## config.mk

```make
export PLATFORM = sky130hd
export DESIGN_NAME = xbus_cycle_ctrl
export DESIGN_NICKNAME = d
export VERILOG_FILES = /design/src/rtl/xbc_pkg.sv /design/src/rtl/xbc_seq.sv /design/src/rtl/xbc_lane.sv /design/src/rtl/xbc_rdcap.sv /design/src/rtl/xbus_cycle_ctrl.sv
export SDC_FILE = /design/constraint.sdc
export NUM_CORES = 1
export LEC_CHECK = 0
export CAP_MARGIN = 20
export CORE_ASPECT_RATIO = 0.9
export CORE_MARGIN = 2
export CORE_UTILIZATION = 41
export DETAILED_ROUTE_END_ITERATION = 7
export GPL_ROUTABILITY_DRIVEN = 0
export GPL_TIMING_DRIVEN = 0
export PLACE_DENSITY_LB_ADDON = 0.08
export SKIP_LAST_GASP = 1
export SYNTH_ARGS = -nofsm -noshare
export SYNTH_HDL_FRONTEND = slang
export SYNTH_SLANG_ARGS = --single-unit
```

## constraint.sdc

```tcl
create_clock -name clk -period 1.7 [get_ports clk]
set_input_delay 0.425 -clock clk [delete_from_list [all_inputs] [get_ports clk]]
set_output_delay 0.425 -clock clk [all_outputs]
set_load 0.01 [all_outputs]
```

## src/rtl/xbc_pkg.sv

```systemverilog
package xbc_pkg;

  localparam int XBC_DW = 16;
  localparam int XBC_BW = 8;

  typedef enum logic [2:0] {
    PH_T1A = 3'd0, PH_T1B = 3'd1, PH_T2A = 3'd2, PH_T2B = 3'd3,
    PH_T3A = 3'd4, PH_T3B = 3'd5, PH_T4A = 3'd6, PH_T4B = 3'd7
  } xbc_ph_e;

  typedef struct packed {
    logic we;
    logic word;
    logic bus16;
    logic noaddr;
    logic split;
  } xbc_flags_t;

  // A word access needs two byte cycles on a narrow region or when misaligned.
  function automatic logic xbc_split(input logic word, input logic bus16, input logic a0);
    return word && (!bus16 || a0);
  endfunction

  // A single byte rides the high lane only on a 16-bit region at an odd address.
  function automatic logic xbc_hi_lane(input logic bus16, input logic a0);
    return bus16 && a0;
  endfunction

  // Byte carried by a byte cycle: low half first, high half on the second cycle.
  function automatic logic [XBC_BW-1:0] xbc_pick_byte(input logic second,
                                                      input logic [XBC_DW-1:0] data);
    return second ? data[XBC_DW-1:XBC_BW] : data[XBC_BW-1:0];
  endfunction

  function automatic logic [XBC_BW-1:0] xbc_lane_byte(input logic hi,
                                                      input logic [XBC_DW-1:0] pins);
    return hi ? pins[XBC_DW-1:XBC_BW] : pins[XBC_BW-1:0];
  endfunction

endpackage

```

## src/rtl/xbc_seq.sv

```systemverilog
module xbc_seq
  import xbc_pkg::*;
#(
  parameter int ADDR_W     = 20,
  parameter bit NARROW_BUS = 1'b0
) (
  input  logic              clk,
  input  logic              rst_n,
  input  logic              req,
  input  logic              req_we,
  input  logic              req_io,
  input  logic              req_word,
  input  logic [ADDR_W-1:0] req_addr,
  input  logic [XBC_DW-1:0] req_wdata,
  input  logic              cfg_mem16,
  input  logic              cfg_io16,
  input  logic              cfg_mux_noaddr,
  output logic              busy,
  output xbc_ph_e           ph,
  output logic              second,
  output xbc_flags_t        flags,
  output logic [ADDR_W-1:0] base_addr,
  output logic [XBC_DW-1:0] wdata_q,
  output logic              cap_evt,
  output logic              ack
);

  logic bus16_next;
  logic last_cyc;
  logic end_cyc;

  always_comb begin
    bus16_next = !NARROW_BUS && (req_io ? cfg_io16 : cfg_mem16);
    last_cyc   = !flags.split || second;
    end_cyc    = busy && (ph == PH_T4B);
    ack        = end_cyc && last_cyc;
    cap_evt    = busy && (ph == PH_T3B) && !flags.we;
  end

  always_ff @(posedge clk or negedge rst_n) begin
    if (!rst_n) begin
      busy      <= 1'b0;
      ph        <= PH_T1A;
      second    <= 1'b0;
      flags     <= '0;
      base_addr <= '0;
      wdata_q   <= '0;
    end else if (!busy) begin
      if (req) begin
        busy         <= 1'b1;
        ph           <= PH_T1A;
        second       <= 1'b0;
        flags.we     <= req_we;
        flags.word   <= req_word;
        flags.bus16  <= bus16_next;
        flags.noaddr <= cfg_mux_noaddr;
        flags.split  <= xbc_split(req_word, bus16_next, req_addr[0]);
        base_addr    <= req_addr;
        wdata_q      <= req_wdata;
      end
    end else if (end_cyc) begin
      ph <= PH_T1A;
      if (last_cyc) begin
        busy <= 1'b0;
      end else begin
        second <= 1'b1;
      end
    end else begin
      ph <= xbc_ph_e'(ph + 3'd1);
    end
  end

endmodule

```

## src/rtl/xbc_lane.sv

```systemverilog
module xbc_lane
  import xbc_pkg::*;
#(
  parameter int ADDR_W     = 20,
  parameter bit NARROW_BUS = 1'b0
) (
  input  logic              busy,
  input  xbc_ph_e           ph,
  input  logic              second,
  input  xbc_flags_t        flags,
  input  logic [ADDR_W-1:0] base_addr,
  input  logic [XBC_DW-1:0] wdata_q,
  output logic              full_word,
  output logic              hi_lane,
  output logic [ADDR_W-1:0] addr_out,
  output logic [XBC_BW-1:0] addr_hi_out,
  output logic [XBC_DW-1:0] ad_out,
  output logic              ad_oe_lo,
  output logic              ad_oe_hi,
  output logic              rd_n,
  output logic              wr_n,
  output logic              we_hi_n,
  output logic              we_lo_n
);

  logic [ADDR_W-1:0] cur_addr;
  logic [XBC_BW-1:0] bval;
  logic              strobe_win;
  logic              addr_ph;
  logic              data_ph;

  always_comb begin
    cur_addr   = base_addr + ADDR_W'(second);
    full_word  = flags.word && !flags.split;
    hi_lane    = xbc_hi_lane(flags.bus16, cur_addr[0]);
    bval       = xbc_pick_byte(second, wdata_q);
    strobe_win = busy && (ph >= PH_T1B) && (ph <= PH_T3B);
    addr_ph    = busy && (ph == PH_T1B) && !flags.noaddr;
    data_ph    = busy && flags.we && (ph >= PH_T2A);

    ad_out   = '0;
    ad_oe_lo = 1'b0;
    ad_oe_hi = 1'b0;
    if (addr_ph) begin
      ad_out   = cur_addr[XBC_DW-1:0];
      ad_oe_lo = 1'b1;
      ad_oe_hi = !NARROW_BUS;
    end else if (data_ph) begin
      if (full_word) begin
        ad_out   = wdata_q;
        ad_oe_lo = 1'b1;
        ad_oe_hi = 1'b1;
      end else begin
        ad_out   = {bval, bval};
        ad_oe_lo = !hi_lane;
        ad_oe_hi = hi_lane;
      end
    end

    rd_n    = !(strobe_win && !flags.we);
    wr_n    = !(strobe_win && flags.we);
    we_hi_n = !(strobe_win && flags.we && (full_word || hi_lane));
    we_lo_n = !(strobe_win && flags.we && (full_word || !hi_lane));

    addr_out    = busy ? cur_addr : '0;
    addr_hi_out = (NARROW_BUS && busy) ? cur_addr[XBC_DW-1:XBC_BW] : '0;
  end

endmodule

```

## src/rtl/xbc_rdcap.sv

```systemverilog
module xbc_rdcap
  import xbc_pkg::*;
(
  input  logic              clk,
  input  logic              rst_n,
  input  logic              cap_evt,
  input  logic              second,
  input  logic              full_word,
  input  logic              hi_lane,
  input  logic [XBC_DW-1:0] ad_in,
  output logic [XBC_DW-1:0] rdata
);

  logic [XBC_BW-1:0] lane_val;

  always_comb lane_val = xbc_lane_byte(hi_lane, ad_in);

  always_ff @(posedge clk or negedge rst_n) begin
    if (!rst_n) begin
      rdata <= '0;
    end else if (cap_evt) begin
      if (full_word) begin
        rdata <= ad_in;
      end else if (second) begin
        rdata[XBC_DW-1:XBC_BW] <= lane_val;
      end else begin
        rdata <= {{XBC_BW{1'b0}}, lane_val};
      end
    end
  end

endmodule

```

## src/rtl/xbus_cycle_ctrl.sv

```systemverilog
module xbus_cycle_ctrl
  import xbc_pkg::*;
#(
  parameter int ADDR_W     = 20,
  parameter int CS_W       = 2,
  parameter bit NARROW_BUS = 1'b0
) (
  input  logic              clk,
  input  logic              rst_n,
  input  logic              req,
  input  logic              req_we,
  input  logic              req_io,
  input  logic              req_word,
  input  logic [ADDR_W-1:0] req_addr,
  input  logic [15:0]       req_wdata,
  output logic              ack,
  output logic [15:0]       rdata,
  input  logic              cfg_mem16,
  input  logic              cfg_io16,
  input  logic              cfg_mux_noaddr,
  input  logic [CS_W-1:0]   cs_n_in,
  output logic [CS_W-1:0]   cs_n_out,
  output logic [ADDR_W-1:0] addr_out,
  output logic [7:0]        addr_hi_out,
  output logic [15:0]       ad_out,
  output logic              ad_oe_lo,
  output logic              ad_oe_hi,
  input  logic [15:0]       ad_in,
  output logic              rd_n,
  output logic              wr_n,
  output logic              we_hi_n,
  output logic              we_lo_n
);

  // Named internal events, brought out for the bound checker.
  logic              cyc_busy;
  xbc_ph_e           cyc_ph_e;
  logic [2:0]        cyc_ph;
  logic              cyc_second;
  logic              cyc_we;
  logic              cyc_noaddr;
  logic              cap_evt;
  logic              full_word;
  logic              hi_lane;
  xbc_flags_t        flags;
  logic [ADDR_W-1:0] base_addr;
  logic [XBC_DW-1:0] wdata_q;

  xbc_seq #(.ADDR_W(ADDR_W), .NARROW_BUS(NARROW_BUS)) u_seq (
    .clk            (clk),
    .rst_n          (rst_n),
    .req            (req),
    .req_we         (req_we),
    .req_io         (req_io),
    .req_word       (req_word),
    .req_addr       (req_addr),
    .req_wdata      (req_wdata),
    .cfg_mem16      (cfg_mem16),
    .cfg_io16       (cfg_io16),
    .cfg_mux_noaddr (cfg_mux_noaddr),
    .busy           (cyc_busy),
    .ph             (cyc_ph_e),
    .second         (cyc_second),
    .flags          (flags),
    .base_addr      (base_addr),
    .wdata_q        (wdata_q),
    .cap_evt        (cap_evt),
    .ack            (ack)
  );

  xbc_lane #(.ADDR_W(ADDR_W), .NARROW_BUS(NARROW_BUS)) u_lane (
    .busy        (cyc_busy),
    .ph          (cyc_ph_e),
    .second      (cyc_second),
    .flags       (flags),
    .base_addr   (base_addr),
    .wdata_q     (wdata_q),
    .full_word   (full_word),
    .hi_lane     (hi_lane),
    .addr_out    (addr_out),
    .addr_hi_out (addr_hi_out),
    .ad_out      (ad_out),
    .ad_oe_lo    (ad_oe_lo),
    .ad_oe_hi    (ad_oe_hi),
    .rd_n        (rd_n),
    .wr_n        (wr_n),
    .we_hi_n     (we_hi_n),
    .we_lo_n     (we_lo_n)
  );

  xbc_rdcap u_rdcap (
    .clk       (clk),
    .rst_n     (rst_n),
    .cap_evt   (cap_evt),
    .second    (cyc_second),
    .full_word (full_word),
    .hi_lane   (hi_lane),
    .ad_in     (ad_in),
    .rdata     (rdata)
  );

  always_comb begin
    cyc_ph     = cyc_ph_e;
    cyc_we     = flags.we;
    cyc_noaddr = flags.noaddr;
    cs_n_out   = cyc_busy ? cs_n_in : '1;
  end

endmodule

```

==> impl_metrics.toml, run 1 <==
[floorplan]
io_pins = 132
initial_utilization_pct = 41.8
dieArea_um2 = 9410
die_w_um = 102
fp.dieH_um = 92.2
std_cell_rows = 32
coreArea_um2 = 8490

[clock_tree]
root_buffer = "clkbuf_8"
cts_made_buffers = 9
cts_max_level = 3
ctsHoldBuffers = 0
cts.sinks = 62
clk_latency_ns = 0.37
cts_tree = "built"
cts.clk_slew.worst_paths_ns = 0.08
clock_path_buffers = 2

[global_route]
antenna_found_initial = 0
grt_overflow = 0
grtUsageTotal_pct = 24.9
grt_pass1_wl_um = 17800
grt_pass1_vias = 3457
grt_max_degree = 63

[critical_path]
startpoint_type = "register"
worstPathArrival_ns = 2.04
crit_chain = "ha_4, buf_4, buf_6, buf_6, nand3_4, nor2_4, xnor2_2, o22ai_2, buf_2"
cp.required_ns = 1.27
path_depth = 9
crit_fanout = 3
critPathBufInv = 4
crit_top_cell = "buf_6"
reg2regPathDepth = 8
critPathSlowestCell = "dfrtp_1"
crit_path_max_incr_delay_ns = 0.42
critPathLaunch = "u_seq.second"
path_delay_family = "buffers and inverters"
crit_type = "reg2out"
r2r_start = "u_seq.ph[0]"
endpoint_kind = "output port"
regToRegSetupSlack_ns = -0.05
r2r_end = "u_seq.ph[0]"

[route]
drtAntennaViolNets = 0
wl_per_cell_um = 19.2
vias = 3559
dr.pass1.iters = 4
vias_per_cell = 5.30
wl_um = 12900
drt_iter0_markers = 181
drc_errors = 0

[sta]
fin_crit_sh_pct = 145
setup_ws_ns = -0.765
fin_hold_ws_ns = 0.139
finalSetupTns_ns = -25.94
relSlewSlack_pct = 44.4
skew_ns = 0.0174
rsz0062_at_grt = "yes"
maxSlewViolCount = 0
tightest_slew_ns = 0.834
period_needed_ns = 2.47
timing.fmax_mhz = 406
final-hold-violation-count = 0
setup_viol = 44

[run_status]
status = "finished with violations"
violations = "setup timing"

[placed_design]
dp_hpwl_um = 7680
io_buffers = 123

[cells_and_area]
antenna_cells = 0
multiInputGateArea_um2 = 2620
fin_nets = 616
layout_commonest_cell = "clkdlybuf4s50_1"
final_cell_mix = "clkdlybuf4s50_1, dfrtp_1, buf_4"
drive_gt1_share_pct = 53.1
regArea_um2 = 1570
final.fill_count = 537
syn_to_final_growth_pct = 83.8

[job]
drv_cap = 0

[synth]
synth_area_per_cell_um2 = 10.3
ys_ff_latch = 62
syn_inst = 345
async_flop_share_pct = 100
ys_types = 41
synth_warnings = 0
synth_top_area_cell = "dfrtp_1"
synth_top_area_share_pct = 43.8
synth_top_cells_by_area = "dfrtp_1, mux2_2, mux2i_1, nor2_1, o22ai_1"
synth_seq_area_share_pct = 43.8
synth_area_um2 = 3550
synth_ff_type = "dfrtp_1"
synth_edf_count = 0

[power]
ir_drop_mv = 1.19
powerDensity_nw_per_um2 = 2140
cellLeakagePower_nw = 2.85
power.total_mw = 14.0

[hold_path]
hp-class = "in2async"
## how the worst max path moves through the flow
stage               slack [ns]                   to
floorplan                -0.04           ad_out[11]
global placement         -2.16  u_seq.base_addr[10]
detailed placement       -0.79           ad_out[15]
CTS                      -0.72         addr_out[17]
global route             -0.83           ad_out[10]
finish                   -0.77            ad_out[7]
## Yosys cell counts, drive strengths merged (6+ instances only)
cell / instances
dfrtp: 62
nand2b: 9
buf: 22
a21oi: 14
a22oi: 8
inv: 12
o22ai: 17
mux2: 37
o21ai: 16
mux2i: 28
nand2: 21
nor2: 36
ha: 6
nand3: 10
xnor2: 11
## worst register-to-register path: cells and delay by family, from the launching register on
family,cells,cell delay (ns)
flip-flops,1,0.42
buffers and inverters,4,0.52
AO/OA/AOI/OAI,1,0.09
adder cells (fa/ha/maj),2,0.32
AND/OR/NAND/NOR,1,0.30
## timing repair
item / CTS / global route
gates resized for setup: 255 / 118
pin swaps: 30 / 44
cloned: 2 / 1
setup endpoints to repair: 93 / 94
hold endpoints to repair: 0 / 0
buffers inserted: 35 / 27
## report_power, final
group          leakage [nW]  total (mW)  internal, mW  switching [mW]
Clock                0.0996        1.35         0.681           0.668
Sequential            0.712        3.19          2.25           0.941
Combinational          2.04        9.43          4.87            4.56
## cell type report
cell class / count / area share, %
Multi-Input combinational cell: 252 / 40.2
Timing Repair Buffer: 185 / 25.9
Sequential cell: 62 / 24.0
Buffer: 25 / 3.67
Tap cell: 119 / 2.28
Clock buffer: 9 / 1.90
Clock inverter: 7 / 1.13
Inverter: 12 / 0.921
## flip-flops by register name, indices dropped and copies added, names as in the netlist
| signal | cells |
|---|---|
| u_seq.second | 1 |
| u_seq.ph | 3 |
| u_seq.wdata_q | 16 |
| u_seq.busy | 1 |
| u_rdcap.rdata | 16 |
| u_seq.base_addr | 20 |
| u_seq.flags | 5 |
## cells by family (layout without fill, tap and decap cells)
logic type | count (synthesis) | after routing | share of synthesized area, %
and+or+nand+nor | 98 | 98 | 15.0
muxes | 65 | 65 | 19.7
DFF | 62 | 62 | 43.8
AOI/OAI and AO/OA | 61 | 61 | 10.6
buffers and inverters | 38 | 238 | 5.33
xor gates and xnor gates | 14 | 14 | 3.46
adders and majority gates | 6 | 6 | 2.12
other | 1 | 8 | 0.106
## layer usage
layer	routed length, um	GRT usage [%]	vias up
met4	409	8.11	0
met3	614	4.95	31
met1	5290	32.2	1771
met2	6580	41.7	140
met5	0	0	-
li1	-	-	1617
## stage by stage
step | std cells | cell area, um2 | setup WS (ns) | util [%]
2_1_floorplan | 352 | 3790 | -0.0416 | -
3_3_place_gp | 594 | 5170 | -2.16 | 60.9
3_5_place_dp | 594 | 5170 | -0.792 | 60.9
4_1_cts | 647 | 5950 | -0.716 | 70.0
5_1_grt | 671 | 6520 | -0.830 | 76.8
6_report | 671 | 6520 | -0.765 | 76.8
(Power assumes the default switching activity.)
==> run 2: changes to the inputs <==
--- a/config.mk
+++ b/config.mk
@@ -5,10 +5,12 @@
 export SDC_FILE = /design/constraint.sdc
 export NUM_CORES = 1
 export LEC_CHECK = 0
-export CAP_MARGIN = 20
+export CAP_MARGIN = 30
+export CELL_PAD_IN_SITES_DETAIL_PLACEMENT = 0
+export CELL_PAD_IN_SITES_GLOBAL_PLACEMENT = 1
 export CORE_ASPECT_RATIO = 0.9
 export CORE_MARGIN = 2
-export CORE_UTILIZATION = 41
+export CORE_UTILIZATION = 30
 export DETAILED_ROUTE_END_ITERATION = 7
 export GPL_ROUTABILITY_DRIVEN = 0
 export GPL_TIMING_DRIVEN = 0
==> impl_metrics.toml, run 2 (synthesis gave the netlist of run 1 again) <==
[run_status]
status = "finished with violations"
violations = "setup timing"

[floorplan]
io_pins = 132
die_w_um = 119
initial_utilization_pct = 30.9
fp.dieH_um = 107
dieArea_um2 = 12700
coreArea_um2 = 11500
std_cell_rows = 37

[route]
wl_per_cell_um = 17.6
dr.pass1.iters = 4
drtAntennaViolNets = 0
wl_um = 12500
vias = 3368
drc_errors = 0
drt_iter0_markers = 95
vias_per_cell = 4.75

[global_route]
busiest_layer = "met2"
grt_overflow = 0
met2_usage_pct = 32.1
use_met3_pct = 5.74
use_met1_pct = 25.7
grt_pass1_vias = 3442
grt_max_degree = 63
grtUsageTotal_pct = 19.5
antenna_found_initial = 0
grt_pass1_wl_um = 18800

[job]
drv_cap = 0

[placed_design]
dp_hpwl_um = 8420
io_buffers = 123
placed_cell_area_um2 = 5210

[cells_and_area]
multiInputGateArea_um2 = 2670
largest-register = "u_seq.base_addr"
top_regs = "u_seq.base_addr x20, u_rdcap.rdata x16, u_seq.wdata_q x16"
fin_nets = 617
layout_commonest_cell = "clkdlybuf4s50_1"
final.fill_count = 1010
antenna_cells = 0
regArea_um2 = 1570
largest_reg_flops = 20
drive_gt1_share_pct = 53.5
syn_to_final_growth_pct = 90.0
final_cell_mix = "clkdlybuf4s50_1, buf_4, dfrtp_1"
fin_area_um2 = 6740

[critical_path]
worstPathArrival_ns = 1.92
endpoint_kind = "output port"
crit_fanout = 3
cp.required_ns = 1.27
critPathLaunch = "u_seq.base_addr[0]"
crit_chain = "ha_4, ha_4, buf_4, buf_4, nand3_2, xor2_2, nor2_1, buf_2"
crit_path_max_incr_delay_ns = 0.41
startpoint_type = "register"
crit_type = "reg2out"
critPathSlowestCell = "dfrtp_1"
r2r_start = "u_seq.ph[0]"

[clock_tree]
root_buffer = "clkbuf_16"
cts_tree = "built"
cts.clk_slew.worst_paths_ns = 0.05
cts_max_level = 3
cts.sinks = 62
cts_made_buffers = 9
clock_path_buffers = 2
clk_latency_ns = 0.33

[sta]
skew_ns = 0.00642
period_needed_ns = 2.35
tightest_slew_ns = 0.839
relSlewSlack_pct = 44.1
maxSlewViolCount = 0
timing.fmax_mhz = 426
final-hold-violation-count = 0
setup_viol = 46
rsz0062_at_grt = "yes"
finalSetupTns_ns = -23.28
fin_crit_sh_pct = 138
setup_ws_ns = -0.646

[hold_path]
hp-class = "in2async"

[power]
cellLeakagePower_nw = 2.85
powerDensity_nw_per_um2 = 2190
ir_drop_mv = 1.05
==> run 2: timing repair <==
action	4_1_cts	5_1_grt
pin swaps	24	30
setup buffers	28	35
hold buffers	0	0
cloned	2	0
gates resized for setup	248	114
setup endpoints to repair	93	74
==> run 2: report_power, final <==
part | total [mW] | internal, mW | switching (mW)
registers | 3.24 | 2.25 | 0.997
logic | 9.46 | 5.06 | 4.41
clock network | 2.07 | 1.40 | 0.667
==> run 2: path summary, 6_finish.rpt <==
path | endpoint | slack [ns] | cells after the start
max | addr_out[6] | -0.65 | 8
min | u_seq.base_addr[11] | 0.17 | 1
max reg2reg | u_seq.ph[0] | -0.02 | 8
min reg2reg | u_rdcap.rdata[13] | 0.48 | 2
max in group asynchronous | u_seq.flags[0] | 0.90 | 1
min in group clk | u_rdcap.rdata[13] | 0.48 | 2
==> run 2: worst max-delay path: cells and delay by family (launching register included) <==
kind	cells	cell delay, ns
xor gates and xnor gates	1	0.22
buffers and inverters	3	0.42
DFF	1	0.41
and+or+nand+nor	2	0.17
adders and majority gates	2	0.38
==> run 2: routing by layer <==
layer	share of wire (%)	vias up
li1	-	1619
met1	45	1658
met2	49	84
met3	4.8	7
met4	0.71	0
met5	0	-
==> run 2: final cells by class <==
type | instances | area share (%)
plain buffers | 25 | 3.69
clock buffers | 13 | 4.01
clock inverters | 3 | 0.965
inverters | 12 | 0.817
multi-input cells | 252 | 39.7
flip-flops and latches | 62 | 23.2
well taps | 156 | 2.90
repair buffers | 186 | 24.7
==> run 2: metrics by stage <==
stage               power [mW]  instances  hold WS [ns]  setup WS, ns  util, %
floorplan                 6.86        352         0.129       -0.0416        -
global placement          9.89        631         0.465         -2.30     45.4
detailed placement        9.98        631         0.471        -0.778     45.4
CTS                       13.2        677         0.232        -0.708     53.4
global route              15.7        709         0.243        -0.759     58.7
finish                    14.8        709         0.174        -0.646     58.7
==> run 3: changes to the inputs <==
--- a/config.mk
+++ b/config.mk
@@ -14,7 +14,7 @@
 export DETAILED_ROUTE_END_ITERATION = 7
 export GPL_ROUTABILITY_DRIVEN = 0
 export GPL_TIMING_DRIVEN = 0
-export PLACE_DENSITY_LB_ADDON = 0.08
+export PLACE_DENSITY_LB_ADDON = 0.2
 export SKIP_LAST_GASP = 1
 export SYNTH_ARGS = -nofsm -noshare
 export SYNTH_HDL_FRONTEND = slang
==> impl_metrics.toml, run 3 (synthesis gave the netlist of run 1 again) <==
[sta]
finalSetupTns_ns = -22.86
relSlewSlack_pct = 43.9
final-hold-violation-count = 0
setup_viol = 45
rsz0062_at_grt = "yes"
skew_ns = 0.00618
period_needed_ns = 2.37
maxSlewViolCount = 0
fin_crit_sh_pct = 139
tightest_slew_ns = 0.842
timing.fmax_mhz = 422
fin_hold_ws_ns = 0.205
setup_ws_ns = -0.669

[power]
powerDensity_nw_per_um2 = 2140
power.total_mw = 13.6
intPower_mw = 7.85
comb_power_share_pct = 64.4
switching_share_pct = 42.2
cellLeakagePower_nw = 2.71
seq_power_share_pct = 23.2
p_sw_mw = 5.73
p_clk_share_pct = 12.5
ir_drop_mv = 0.940

[floorplan]
std_cell_rows = 37
dieArea_um2 = 12700
die_w_um = 119
io_pins = 132
initial_utilization_pct = 30.9
fp.dieH_um = 107
coreArea_um2 = 11500

[cells_and_area]
fin_nets = 602
fin_util_pct = 55.3
drive_gt1_share_pct = 50.1
multiInputGateArea_um2 = 2510
regArea_um2 = 1560
layout_commonest_cell = "clkdlybuf4s50_1"
antenna_cells = 0
final_cells = 693
fin_area_um2 = 6350
top_regs = "u_seq.base_addr x20, u_rdcap.rdata x16, u_seq.wdata_q x16"
final.fill_count = 1046
syn_to_final_growth_pct = 79.0
largest_reg_flops = 20
largest-register = "u_seq.base_addr"
final_cell_mix = "clkdlybuf4s50_1, dfrtp_1, buf_4"

[placed_design]
io_buffers = 123
place_inst = 631
dp_hpwl_um = 8170
pre_cts_ws_ns = -0.834
placed_cell_area_um2 = 5210

[clock_tree]
cts_made_buffers = 9
root_buffer = "clkbuf_16"
ctsHoldBuffers = 0
cts.sinks = 62
cts.clk_slew.worst_paths_ns = 0.05
clock_path_buffers = 2
cts_tree = "built"
cts_max_level = 3
clk_latency_ns = 0.33

[hold_path]
hp-class = "in2async"

[global_route]
antenna_found_initial = 0
grt_overflow = 0
grt_pass1_vias = 3414
grt_max_degree = 63
grt_pass1_wl_um = 18500
grtUsageTotal_pct = 18.9

[route]
wl_um = 11900
drc_errors = 0
drt_iter0_markers = 138
vias = 3321
drtAntennaViolNets = 0
dr.pass1.iters = 4
vias_per_cell = 4.79
wl_per_cell_um = 17.2

[critical_path]
critPathSlowestCell = "dfrtp_2"
path_delay_family = "buffers and inverters"
worstPathArrival_ns = 1.94
crit_chain = "inv_2, ha_4, nand4bb_1, buf_6, nand2b_4, buf_12, a21o_1, o22ai_2, buf_2"
endpoint_kind = "output port"
critPathBufInv = 4
crit_fanout = 6
crit_path_max_incr_delay_ns = 0.42
startpoint_type = "register"
crit_type = "reg2out"
cp.required_ns = 1.27

[run_status]
status = "finished with violations"
violations = "setup timing"

[job]
drv_cap = 0
[run 3: path summary, 6_finish.rpt]
path | from | cells after the start | slack (ns) | to
max reg2reg | u_seq.busy | 5 | 0.06 | u_seq.wdata_q[5]
min in group clk | u_rdcap.rdata[11] | 2 | 0.48 | u_rdcap.rdata[11]
max | u_seq.ph[1] | 9 | -0.67 | ad_out[7]
min | rst_n | 1 | 0.20 | u_seq.base_addr[2]
min reg2reg | u_rdcap.rdata[11] | 2 | 0.48 | u_rdcap.rdata[11]
max in group asynchronous | rst_n | 1 | 0.89 | u_seq.ph[1]
[run 3: power by group through the flow]
stage | Combinational (mW) | Sequential (mW) | Clock, mW
after floorplan | 3.96 | 2.90 | 0
after global placement | 6.92 | 2.97 | 0
after detailed placement | 6.97 | 2.99 | 0
after CTS | 8.01 | 3.13 | 1.73
after global routing | 9.35 | 3.26 | 1.81
final | 8.75 | 3.15 | 1.69
[run 3: cell type report]
type	count	area share, %
Multi-Input combinational cell	252	39.5
Sequential cell	62	24.6
Timing Repair Buffer	171	23.7
Clock buffer	11	3.98
Buffer	25	3.88
Tap cell	156	3.08
Inverter	12	0.828
Clock inverter	4	0.355
[run 3: timing repair]
item / CTS / global route
setup endpoints to repair: 93 / 81
gates cloned: 1 / 1
setup buffers: 31 / 17
pin swaps: 41 / 23
resized for setup: 265 / 60
[run 3: layer usage]
| metal | up-vias | share of wire (%) | global-route usage [%] |
|---|---|---|---|
| met1 | 1639 | 46 | 24.2 |
| met4 | 0 | 0.86 | 4.51 |
| met5 | - | 0 | 0 |
| met2 | 88 | 49 | 32.6 |
| met3 | 9 | 4.2 | 4.31 |
| li1 | 1585 | - | - |
[run 3: worst reg2reg max path, cell delays in order, from the launching register on]
cell and delay, ns:
dfrtp_1 0.40, buf_4 0.15, nor2b_1 0.09, buf_2 0.26
clkbuf_4 0.28, mux2_2 0.35
